`src/rtl/zt_sram.sv`:
```
module zt_sram #(
  parameter int AW = 6,
  parameter int DW = 18,
  parameter bit LINEAR_BURST = 1'b0
) (
  input  logic          clk,
  input  logic          rst,
  input  logic          cen_n,
  input  logic          adv_ld,
  input  logic          rd_wrn,
  input  logic [AW-1:0] addr,
  input  logic          ce0_n,
  input  logic          ce1,
  input  logic          ce2_n,
  input  logic [1:0]    bw_n,
  input  logic          oe_n,
  input  logic [DW-1:0] din,
  output logic [DW-1:0] dout,
  output logic          dq_oe
);
  localparam int DEPTH = 1 << AW;
  localparam int LB    = DW / 2;
  localparam logic [1:0] K_NONE = 2'd0, K_RD = 2'd1, K_WR = 2'd2;

  logic [DW-1:0] mem [DEPTH];
  logic [AW-1:0] base;
  logic [1:0]    bcnt, kind;
  logic          s1_v, s1_wr, s2_v, s2_wr, q_v;
  logic [AW-1:0] s1_addr, s2_addr;
  logic [DW-1:0] q_data;
  logic [1:0]    nidx, blo;
  logic          sel;

  assign sel  = ~ce0_n & ce1 & ~ce2_n;
  assign nidx = bcnt + 2'd1;

  generate
    if (LINEAR_BURST) begin : g_lin
      assign blo = base[1:0] + nidx;
    end else begin : g_ilv
      assign blo = base[1:0] ^ nidx;
    end
  endgenerate

  always_ff @(posedge clk) begin
    if (rst) begin
      s1_v <= 1'b0; s2_v <= 1'b0; q_v <= 1'b0;
      kind <= K_NONE; bcnt <= 2'd0;
      s1_wr <= 1'b0; s2_wr <= 1'b0;
      base <= '0; s1_addr <= '0; s2_addr <= '0;
    end else if (!cen_n) begin
      if (!adv_ld) begin
        base    <= addr;
        bcnt    <= 2'd0;
        kind    <= sel ? (rd_wrn ? K_RD : K_WR) : K_NONE;
        s1_v    <= sel;
        s1_wr   <= ~rd_wrn;
        s1_addr <= addr;
      end else begin
        bcnt    <= nidx;
        s1_v    <= (kind != K_NONE);
        s1_wr   <= (kind == K_WR);
        s1_addr <= {base[AW-1:2], blo};
      end
      s2_v    <= s1_v;
      s2_wr   <= s1_wr;
      s2_addr <= s1_addr;
      q_v     <= s2_v & ~s2_wr;
    end
  end

  always_ff @(posedge clk) begin
    if (!rst && !cen_n && s2_v) begin
      if (s2_wr) begin
        if (!bw_n[0]) mem[s2_addr][LB-1:0]  <= din[LB-1:0];
        if (!bw_n[1]) mem[s2_addr][DW-1:LB] <= din[DW-1:LB];
      end else begin
        q_data <= mem[s2_addr];
      end
    end
  end

  assign dout  = q_data;
  assign dq_oe = q_v & ~oe_n;

  a_r1_reset_quiet: assert property (@(posedge clk) rst |=> !q_v && !s2_v && !s1_v);
  a_r9_stall_holds: assert property (@(posedge clk) disable iff (rst)
    cen_n |=> $stable(q_v) && $stable(q_data) && $stable(s2_v) && $stable(s1_v));
  a_r10_write_slot_off: assert property (@(posedge clk) disable iff (rst)
    (!cen_n && s2_v && s2_wr) |=> !dq_oe);
  a_r2_data_from_read: assert property (@(posedge clk) disable iff (rst)
    $rose(q_v) |-> $past(s2_v && !s2_wr));
  a_r4_deselect_empty: assert property (@(posedge clk) disable iff (rst)
    (!cen_n && !adv_ld && !sel) |=> !s1_v);
  a_r7_cont_deselect: assert property (@(posedge clk) disable iff (rst)
    (!cen_n && adv_ld && kind == K_NONE) |=> !s1_v);
  a_r6_type_kept: assert property (@(posedge clk) disable iff (rst)
    (!cen_n && adv_ld) |=> $stable(kind));
endmodule

```
`config.mk`:
```
export PLATFORM = sky130hd
export DESIGN_NAME = zt_sram
export DESIGN_NICKNAME = d
export VERILOG_FILES = /design/src/rtl/zt_sram.sv
export SDC_FILE = /design/constraint.sdc
export NUM_CORES = 1
export LEC_CHECK = 0
export ABC_CLOCK_PERIOD_IN_PS = 2500
export BUFFER_PORTS_ARGS = -buffer_cell sky130_fd_sc_hd__buf_2
export CAP_MARGIN = 20
export CORE_MARGIN = 8
export CORE_UTILIZATION = 50
export DETAILED_ROUTE_END_ITERATION = 16
export GPL_TIMING_DRIVEN = 0
export PLACE_DENSITY = 0.68
export SLEW_MARGIN = 15
export SYNTH_ARGS = -nofsm -noshare
export SYNTH_HDL_FRONTEND = slang
export SYNTH_SLANG_ARGS = --single-unit
export TNS_END_PERCENT = 50
```
`constraint.sdc`:
```
create_clock -name clk -period 2.5 [get_ports clk]
set_input_delay 0.125 -clock clk [delete_from_list [all_inputs] [get_ports clk]]
set_output_delay 0.125 -clock clk [all_outputs]
set_load 0.03 [all_outputs]
```
==> metrics.log <==
INFO  metric average_footprint_of_a_synthesized_cell = 16.88 µm²
INFO  metric finalSetupTns = -15,260 ps
INFO  metric placement.io_buffers = 52
INFO  metric fmaxAchievable = 0.3282 GHz
INFO  metric fin_ws = -547.3 ps
INFO  metric routed_wl = 161,500 µm
INFO  metric critPathKind = flop to flop
INFO  metric ys.flop_type = sky130_fd_sc_hd__edfxtp_1
INFO  metric cts_root_buf = sky130_fd_sc_hd__clkbuf_16
INFO  metric postSynthNetCount = 2,781
INFO  metric die_width = 320.5 µm
INFO  metric number_of_global_route_vias_before_repair = 28,740
INFO  metric netlist_top_cells_area = sky130_fd_sc_hd__edfxtp_1 76%, sky130_fd_sc_hd__a221oi_1 3.0%, sky130_fd_sc_hd__mux2i_1 2.6%, sky130_fd_sc_hd__nor2_1 2.1%, sky130_fd_sc_hd__a22oi_1 2.0%
INFO  metric grt_overflow = 0
INFO  metric number_of_failing_setup_endpoints_in_the_final_timing_report = 259
INFO  metric p_r_area_growth_vs_syn = 25.22%
INFO  metric dp_worst_setup_slack = -2507 ps
INFO  metric grt_use_total = 30.28%
INFO  metric timing_worst_slew_pin_value = 970.2 ps
INFO  metric rows = 111
INFO  metric post_synth_inst_count = 2,746
INFO  metric clkSlewWorstSetupHoldPaths = 70 ps
INFO  metric drt_pass1_iterations = 6
INFO  metric worstSetupEndpointType = flop
INFO  metric synth.mux.area_fraction = 5.576%
INFO  metric worstPathArrival = 3470 ps
INFO  metric cts-buffers-inserted = 117
INFO  metric worst_skew_pair.late_latency = 730 ps
INFO  metric power.leakage = 18.19 nW
INFO  metric post_dp_cell_area = 0.04838 mm²
INFO  metric yosysWarnings = 0
INFO  metric type_of_the_most_critical_hold_path = input port to flop
INFO  metric wire_length_of_the_first_global_routing_pass = 218,600 µm
INFO  metric boundaryPins = 54
INFO  metric worst_ir_drop_vdd = 0.5838 mV
INFO  metric finalHoldViolations = 0
INFO  metric core_outline_area = 0.09180 mm²
INFO  metric instances_no_fill = 4,452
INFO  metric powerDensity = 716.2 mW/mm²
INFO  metric required_time_of_the_critical_path = 2930 ps
INFO  metric grt_antenna_before_repair = 5
INFO  metric compound_gate_fraction_of_synth_area = 11.41%
INFO  metric cts.sinks = 1,197
INFO  metric synth_xor_xnor_area_share = 0.05668%
INFO  metric drc = 0
INFO  metric postLayoutCoreUtil = 63.23%
INFO  metric synthSimpleGateAreaFrac = 3.806%
INFO  metric synth_cell_types = 48
INFO  metric seq_area_frac_synth = 76.96%
INFO  metric dp_hpwl = 106,400 µm
INFO  metric antenna_left = 0
INFO  metric final_cell_mix = 1,170 x sky130_fd_sc_hd__edfxtp_1, 134 x sky130_fd_sc_hd__nor2_4, 127 x sky130_fd_sc_hd__clkbuf_16
INFO  metric tritoncts = yes
INFO  metric viasPerCell = 6.725
INFO  metric synth_fa_ha_area_share = 0%
INFO  metric setup_repair_after_global_routing_missed_its_margin = true
INFO  metric die_area = 0.1027 mm²
INFO  metric proportion_of_netlist_area_held_by_the_largest_area_contributor = 75.79%
INFO  metric fraction_of_layout_instances_using_a_drive_strength_above_1 = 31.76%
INFO  metric max-clock-path-buffers = 3
INFO  metric dr_total_vias = 29,940
INFO  metric netlist_area = 0.04636 mm²
INFO  metric finalInstanceArea = 0.05805 mm²
INFO  metric status = complete, but fails checks
INFO  metric grt_start_max_net_pins = 65
INFO  metric fin_nets = 3,151
INFO  metric timing_max_transition_violations_final = 0
INFO  metric failed_checks = setup timing
INFO  metric post_synth_edffs = 1,170
INFO  metric routed_wire_length_per_instance = 36.28 µm
INFO  metric maxSlewHeadroom = 35.32%
INFO  metric max-cap-violations = 0
INFO  metric main_combinational_cell_family_by_area_after_synthesis = compound AO/OA/AOI/OAI gates
INFO  metric worst_setup_path_start_kind = flop
INFO  metric largest_driver_fanout_on_the_critical_path = 6
INFO  metric synth-async-reset-ratio = 0%
INFO  metric mostFrequentLayoutCell = sky130_fd_sc_hd__edfxtp_1
INFO  metric overall_power_after_layout = 41.57 mW
INFO  metric yosysTopAreaCell = sky130_fd_sc_hd__edfxtp_1
INFO  metric floorplan.initialDensity = 50.50%
INFO  metric ys_seq_elements = 1,197
INFO  metric dieHeight = 320.5 µm
INFO  metric cts.htree.levels = 3
INFO  metric place.detailed.instances = 4,051
INFO  metric placer_s_final_routability_congestion_estimate = 1.067
INFO  metric final.min_clock_period = 3047 ps
INFO  metric fin_worst_skew = 35.10 ps
INFO  metric fin_worst_hold_slack = 20.22 ps
INFO  metric finalCritPeriodShare = 121.9%
INFO  metric detailedRoute.firstIterationViolations = 4,662
[sequential cells by signal, indices dropped and copies added, names as in the netlist]
register / count
kind: 2
dout: 18
s2_wr: 1
q_v: 1
bcnt: 2
mem: 1152
s2_addr: 6
s1_wr: 1
s1_v: 1
base: 6
s2_v: 1
s1_addr: 6
[where the power goes]
part	internal, mW	total, mW	switching (mW)	leakage [nW]
combinational	0.685	2.26	1.58	5.64
clock	9.79	17.3	7.47	1.82
sequential	22.0	22.0	0.0184	10.7
total	32.5	41.6	9.07	18.2
[final cells by class]
class                      instances  area (µm²)
inverter                           2       7.507
multi-input combinational       1341       12070
tap                             1243        1555
clock inverter                    58       503.0
clock buffer                     153        3201
antenna                            1       2.502
timing repair buffer             257        3196
fill                            6218       33750
buffer                           200        1832
sequential                      1197       35680
[per-layer routing]
metal | up-vias | part of all wire (%) | GRT usage (%) | wire length, µm
met4 | 8 | 5.5 | 13.46 | 8848
met2 | 2431 | 45 | 46.49 | 72290
met1 | 15080 | 36 | 39.80 | 58270
li1 | 11950 | - | - | -
met3 | 470 | 14 | 9.389 | 22030
met5 | - | 0.035 | 0 | 57
[path summary, 6_finish.rpt]
check	cells after the start	from	slack, ps	to
setup / recovery	8	s2_addr[2]	-550	dout[2]
hold / removal	1	din[16]	20	mem[59][16]
setup reg to reg	8	s2_addr[2]	-550	dout[2]
hold reg to reg	2	q_v	470	q_v
[logic make-up (layout without fill, tap and decap cells)]
kind of cell / after synthesis / in the layout
AOI/OAI and AO/OA: 715 / 715
xor gates and xnor gates: 3 / 3
buffers and inverters: 210 / 670
DFF: 1197 / 1197
muxes: 207 / 207
other: 0 / 1
and+or+nand+nor: 414 / 416
[synth_stat cells (all sizes together) (38+ instances only)]
| library cell | number |
|---|---|
| nand2 | 80 |
| edfxtp | 1170 |
| buf | 116 |
| o22ai | 38 |
| clkbuf | 92 |
| a22oi | 122 |
| a221oi | 192 |
| a21oi | 140 |
| nor2 | 259 |
| mux2i | 121 |
| mux2 | 50 |
| o21ai | 98 |
[critical path, stage by stage (launching register included)]
cell,delay [ps]
sky130_fd_sc_hd__dfxtp_4,410
sky130_fd_sc_hd__buf_12,170
sky130_fd_sc_hd__buf_12,130
sky130_fd_sc_hd__mux2_2,340
sky130_fd_sc_hd__a221oi_2,310
sky130_fd_sc_hd__a21oi_1,160
sky130_fd_sc_hd__a211oi_4,460
sky130_fd_sc_hd__o22ai_1,250
sky130_fd_sc_hd__or4_4,520
[what timing repair did]
item                        CTS  global route
pin swaps                    88            78
resized for setup           654           299
hold endpoints to repair    187            13
setup buffers               111            49
setup endpoints to repair  1173          1143
hold buffers                 29             1
gates cloned                  2             4
Note: power is estimated with default switching activity, not from simulation.
